<file path="src/rtl/bcp_pkg.sv">
package bcp_pkg;
  localparam logic [1:0] ADDR_MOD  = 2'd0;
  localparam logic [1:0] ADDR_CMP0 = 2'd1;
  localparam logic [1:0] ADDR_CMP1 = 2'd2;
  localparam logic [1:0] ADDR_CTRL = 2'd3;

  localparam int BIT_LINK   = 0;
  localparam int BIT_ACT_LO = 1;
  localparam int BIT_TOGOVF = 3;
  localparam int BIT_CLRM   = 4;
  localparam int BIT_CLRO   = 5;

  typedef enum logic [1:0] {
    ACT_NONE   = 2'b00,
    ACT_TOGGLE = 2'b01,
    ACT_CLEAR  = 2'b10,
    ACT_SET    = 2'b11
  } cmpAct_e;

  typedef struct packed {
    logic    linked;
    cmpAct_e act;
    logic    togOvf;
    logic    clrMatch;
    logic    clrOvf;
  } ctlStrobe_t;
endpackage

</file>
<file path="src/rtl/bcp_ctrl.sv">
module bcp_ctrl
  import bcp_pkg::*;
#(
  parameter int CNT_W = 8
) (
  input  logic             clk,
  input  logic             rstN,
  input  logic             wrEn,
  input  logic [1:0]       wrAddr,
  input  logic [CNT_W-1:0] wrData,
  input  logic             ovfTick,
  output ctlStrobe_t       ctl,
  output logic [CNT_W-1:0] modVal,
  output logic [CNT_W-1:0] activeCmp,
  output logic [CNT_W-1:0] cmp1Val
);
  logic [CNT_W-1:0] cmp0Val;
  logic linkQ, togQ, selQ, lastQ, lastNext, linkRise;
  cmpAct_e actQ;
  logic ctlWr, cmp0Wr, cmp1Wr;

  assign ctlWr    = wrEn && (wrAddr == ADDR_CTRL);
  assign cmp0Wr   = wrEn && (wrAddr == ADDR_CMP0);
  assign cmp1Wr   = wrEn && (wrAddr == ADDR_CMP1);
  assign linkRise = ctlWr && wrData[BIT_LINK] && !linkQ;

  // most recent writer of the pair, including a write this cycle
  always_comb begin
    lastNext = lastQ;
    if (cmp1Wr)      lastNext = 1'b1;
    else if (cmp0Wr) lastNext = 1'b0;
  end

  always_ff @(posedge clk) begin
    if (!rstN) begin
      modVal  <= '1;
      cmp0Val <= '0;
      cmp1Val <= '0;
      linkQ   <= 1'b0;
      togQ    <= 1'b0;
      actQ    <= ACT_NONE;
      selQ    <= 1'b0;
      lastQ   <= 1'b0;
    end else begin
      if (wrEn && wrAddr == ADDR_MOD) modVal <= wrData;
      if (cmp0Wr) cmp0Val <= wrData;
      if (cmp1Wr) cmp1Val <= wrData;
      if (ctlWr) begin
        linkQ <= wrData[BIT_LINK];
        actQ  <= cmpAct_e'(wrData[BIT_ACT_LO+1:BIT_ACT_LO]);
        togQ  <= wrData[BIT_TOGOVF];
      end
      lastQ <= linkRise ? 1'b0 : lastNext;
      if (linkRise || !linkQ) selQ <= 1'b0;
      else if (ovfTick)       selQ <= lastNext;
    end
  end

  assign activeCmp = (linkQ && selQ) ? cmp1Val : cmp0Val;

  always_comb begin
    ctl.linked   = linkQ;
    ctl.act      = actQ;
    ctl.togOvf   = togQ;
    ctl.clrMatch = ctlWr && wrData[BIT_CLRM];
    ctl.clrOvf   = ctlWr && wrData[BIT_CLRO];
  end
endmodule

</file>
<file path="src/rtl/bcp_datapath.sv">
module bcp_datapath
  import bcp_pkg::*;
#(
  parameter int CNT_W = 8
) (
  input  logic             clk,
  input  logic             rstN,
  input  logic             cntEn,
  input  ctlStrobe_t       ctl,
  input  logic [CNT_W-1:0] modVal,
  input  logic [CNT_W-1:0] activeCmp,
  input  logic [CNT_W-1:0] cmp1Val,
  output logic [CNT_W-1:0] cntVal,
  output logic             ovfTick,
  output logic             ch0Out,
  output logic             ch1Out,
  output logic             matchFlag,
  output logic             ovfFlag
);
  localparam int N_CH = 2;

  logic [CNT_W-1:0] cmpSrc [N_CH];
  logic [N_CH-1:0]  hit;
  logic             ch0Next;

  assign cmpSrc[0] = activeCmp;
  assign cmpSrc[1] = cmp1Val;
  assign ovfTick   = cntEn && (cntVal == modVal);

  for (genvar i = 0; i < N_CH; i++) begin : gHit
    assign hit[i] = cntEn && (cntVal == cmpSrc[i]);
  end

  always_comb begin
    ch0Next = ch0Out;
    if (hit[0]) begin
      unique case (ctl.act)
        ACT_TOGGLE: ch0Next = ~ch0Out;
        ACT_CLEAR:  ch0Next = 1'b0;
        ACT_SET:    ch0Next = 1'b1;
        default:    ch0Next = ch0Out;
      endcase
    end
    if (ovfTick && ctl.togOvf) ch0Next = ~ch0Next;
  end

  always_ff @(posedge clk) begin
    if (!rstN) begin
      cntVal    <= '0;
      ch0Out    <= 1'b0;
      ch1Out    <= 1'b0;
      matchFlag <= 1'b0;
      ovfFlag   <= 1'b0;
    end else begin
      if (cntEn) cntVal <= ovfTick ? '0 : cntVal + 1'b1;
      ch0Out <= ch0Next;
      if (ctl.linked)  ch1Out <= 1'b0;
      else if (hit[1]) ch1Out <= ~ch1Out;
      if (hit[0])            matchFlag <= 1'b1;
      else if (ctl.clrMatch) matchFlag <= 1'b0;
      if (ovfTick)           ovfFlag <= 1'b1;
      else if (ctl.clrOvf)   ovfFlag <= 1'b0;
    end
  end
endmodule

</file>
<file path="src/rtl/bufcmp_pair.sv">
module bufcmp_pair
  import bcp_pkg::*;
#(
  parameter int CNT_W = 8
) (
  input  logic             clk,
  input  logic             rstN,
  input  logic             wrEn,
  input  logic [1:0]       wrAddr,
  input  logic [CNT_W-1:0] wrData,
  input  logic             cntEn,
  output logic             ch0Out,
  output logic             ch1Out,
  output logic             ch1Release,
  output logic             matchFlag,
  output logic             ovfFlag
);
  ctlStrobe_t       ctl;
  logic [CNT_W-1:0] modVal, activeCmp, cmp1Val, cntVal;
  logic             ovfTick;

  bcp_ctrl #(.CNT_W(CNT_W)) uCtrl (
    .clk(clk), .rstN(rstN), .wrEn(wrEn), .wrAddr(wrAddr), .wrData(wrData),
    .ovfTick(ovfTick), .ctl(ctl), .modVal(modVal), .activeCmp(activeCmp),
    .cmp1Val(cmp1Val)
  );

  bcp_datapath #(.CNT_W(CNT_W)) uDp (
    .clk(clk), .rstN(rstN), .cntEn(cntEn), .ctl(ctl), .modVal(modVal),
    .activeCmp(activeCmp), .cmp1Val(cmp1Val), .cntVal(cntVal),
    .ovfTick(ovfTick), .ch0Out(ch0Out), .ch1Out(ch1Out),
    .matchFlag(matchFlag), .ovfFlag(ovfFlag)
  );

  assign ch1Release = ctl.linked;
endmodule

</file>
<file path="config.mk">
export PLATFORM = sky130hd
export DESIGN_NAME = bufcmp_pair
export DESIGN_NICKNAME = d
export VERILOG_FILES = /design/src/rtl/bcp_pkg.sv /design/src/rtl/bcp_ctrl.sv /design/src/rtl/bcp_datapath.sv /design/src/rtl/bufcmp_pair.sv
export SDC_FILE = /design/constraint.sdc
export NUM_CORES = 1
export LEC_CHECK = 0
export ABC_AREA = 1
export CAP_MARGIN = 15
export CELL_PAD_IN_SITES_DETAIL_PLACEMENT = 0
export CELL_PAD_IN_SITES_GLOBAL_PLACEMENT = 1
export CORE_AREA = 2 2 76 78
export DETAILED_ROUTE_END_ITERATION = 10
export DIE_AREA = 0 0 78 80
export GPL_TIMING_DRIVEN = 0
export PLACE_DENSITY = 0.84
export SKIP_LAST_GASP = 1
export SLEW_MARGIN = 20
export SYNTH_ARGS = -nofsm -noshare
export SYNTH_HDL_FRONTEND = slang
export SYNTH_SLANG_ARGS = --single-unit
</file>
<file path="constraint.sdc">
create_clock -name clk -period 1.9 [get_ports clk]
set_clock_uncertainty 0.15 [all_clocks]
set_input_delay 0.38 -clock clk [delete_from_list [all_inputs] [get_ports clk]]
set_output_delay 0.38 -clock clk [all_outputs]
set_load 0.05 [all_outputs]
</file>
==> impl_metrics.ini <==
[status]
status = finished clean

[sta]
timing.final.crit_share = 0.953
rsz0062_at_grt = no
final-max-slew-violation-count = 0
max_freq_mhz = 552
report.final.hold_viol_count = 0
setup_violations = 0
tightest_slew_ns = 0.488
hold_slack_ns = 0.239
relSlewSlack = 0.676
min_period_ns = 1.81

[place]
routabilityCongestion = 0.856
hpwl_um = 4340
dp_cells = 399
numPortBuffers = 17
postPlaceCellArea_mm2 = 0.00244

[die]
initial_utilization = 0.404
die_area_mm2 = 0.00624
die_w_um = 78
core_mm2 = 0.00541
die_y_um = 80
rows = 27
io_pins = 19

[final_layout]
fin_cells = 410
syn2layout_area_growth_pct = 18.8
final_area_mm2 = 0.00259
nNetsFinal = 352
diodes = 0
drive_gt1_frac = 0.127
fin_util = 0.479

[clock_network]
htreeDepth = 2
clk_latency_ns = 0.30
cts.sinks = 42
clockBufferDepth = 2
ctsRootBufferMaster = clkbuf_8
clk_pin_slew_ns = 0.09
cts_tree = done
cts_hold_buffers = 0
cts_made_buffers = 5

[routing]
dr.pass1.iters = 4
routed_via_density = 5.10
drc = 0
drt-wirelength-per-cell_um = 14.0
drt_first_iter_violations = 114
wl_um = 5760
vias = 2090
antenna_left = 0

[yosys]
synth_area_mm2 = 0.00218
ys_seq_area_frac = 0.385
synth_cells = 310
synth_top_cell_area_share = 0.385
synth_largest_area_cell = dfxtp_1
avgSynthCellArea_um2 = 7.04
synth_cell_types = 32
syn_nets = 325
synth_flop_cell = dfxtp_1
synth_edf_count = 0
async_flop_share = 0
yosys_register_bits = 42
yosysWarnings = 0
synthTopCellsByArea = dfxtp_1 (39%), nand2_1 (10%), o21ai_0 (6.9%)

[critical_path]
worstPathArrival_ns = 1.86
setup.worst_path.class = in2reg
endpoint_kind = register
cp_max_fo = 9
cp.required_ns = 1.95
start_kind = primary input

[grt]
grt_pass1_vias = 1905
gr-total-overflow = 0
grt_usage = 0.194
grt_pass1_wl_um = 9300
grt_max_degree = 15
antenna_found_initial = 0

[flow_run]
max_cap_viol_count = 0

[min_path]
min_path_type = in2reg

[power]
leakage_uw = 0.00109
power_density_mw_per_mm2 = 759
ir_drop_mv = 0.468
## metrics by stage
stage	setup TNS, ns	setup slack, ns	power (µW)
2_1_floorplan	0	0.209	1160
3_3_place_gp	-4.47	-0.398	1260
3_5_place_dp	-4.76	-0.440	1260
4_1_cts	0	0.0406	1980
5_1_grt	0	0.00228	2060
6_report	0	0.0896	1970
## area by class of cell
class                      count  area [µm²]
timing repair buffer          20         186
clock inverter                 3        45.0
buffer                        11        81.3
tap                           72        90.1
multi-input combinational    220        1130
inverter                      37         143
sequential                    42         842
fill                         571        2810
clock buffer                   5        68.8
## final timing paths
kind / from / endpoint / slack [ns] / cells past startpoint
setup / recovery: wrAddr[0] / uCtrl.selQ / 0.09 / 7
hold / removal: cntEn / uDp.cntVal[0] / 0.24 / 3
setup reg to reg: uDp.cntVal[5] / uDp.cntVal[3] / 0.15 / 7
hold reg to reg: uCtrl.actQ[1] / uCtrl.actQ[1] / 0.31 / 2
## metal layers
metal | global-route usage | up-vias | routed length (µm)
li1 | - | 1077 | -
met1 | 0.257 | 942 | 2710
met2 | 0.314 | 59 | 2630
met3 | 0.0351 | 12 | 274
met4 | 0.0789 | 0 | 140
met5 | 0 | - | 0
## state kept, by name, indices dropped and copies added (netlist names)
signal / flops
uCtrl.cmp0Val: 8
uCtrl.cmp1Val: 8
uCtrl.modVal: 8
uDp.cntVal: 8
uCtrl.actQ: 2
uCtrl.lastQ: 1
uCtrl.linkQ: 1
uCtrl.selQ: 1
uCtrl.togQ: 1
uDp.ch0Out: 1
uDp.ch1Out: 1
uDp.matchFlag: 1
uDp.ovfFlag: 1
## cells in the mapped netlist, types with 2 or more instances
| cell type | number |
|---|---|
| o211ai_1 | 6 |
| o22ai_1 | 4 |
| inv_1 | 34 |
| nor3_1 | 5 |
| nand3_2 | 5 |
| xnor2_1 | 2 |
| dfxtp_1 | 42 |
| nand2_2 | 6 |
| o21ai_0 | 30 |
| buf_6 | 4 |
| clkbuf_2 | 2 |
| nand4_1 | 3 |
| nand3_1 | 29 |
| clkbuf_1 | 2 |
| xor2_1 | 7 |
| nor2_2 | 3 |
| a21oi_1 | 25 |
| nor2_1 | 26 |
| nor3b_1 | 2 |
| nand2_1 | 60 |
| clkinv_1 | 2 |
## critical path, cell delays in order
cell and delay (ns):
clkdlybuf4s50_1 0.55, inv_1 0.11, nor3_4 0.33, inv_2 0.17, o21ai_0 0.13, or2_1 0.13
a21oi_1 0.06
## where the power goes
part           total (µW)  switching [µW]  internal, µW
Sequential            955            33.0           922
Clock                 726             335           391
Combinational         286             176           109
## placed cells by master (no fill, tap or decap), types with 5 or more instances in the layout
| cell type | instances |
|---|---|
| nand3_2 | 5 |
| nand3_1 | 29 |
| a21oi_1 | 25 |
| nand2_1 | 60 |
| nor3_1 | 5 |
| dlygate4sd2_1 | 5 |
| nand2_2 | 6 |
| dfxtp_1 | 41 |
| clkbuf_8 | 5 |
| o211ai_1 | 6 |
| nor2_1 | 25 |
| o21ai_0 | 30 |
| inv_1 | 32 |
| xor2_1 | 7 |
| clkdlybuf4s50_1 | 12 |
## what timing repair did
action	CTS	global route
setup buffers	3	0
resized for setup	7	4
endpoints found under the setup margin	19	10
cloned	0	0
pin swaps	1	0
## kinds of logic (layout without fill, tap and decap cells)
group / after synthesis / in the layout / share of synthesized area
compound gates: 67 / 67 / 0.166
xor+xnor: 9 / 9 / 0.0361
fa+ha+maj: 1 / 1 / 0.00573
buf+inv: 48 / 76 / 0.101
flops: 42 / 42 / 0.385
simple gates: 143 / 143 / 0.306
No activity file was read; power rests on OpenSTA's default activity.
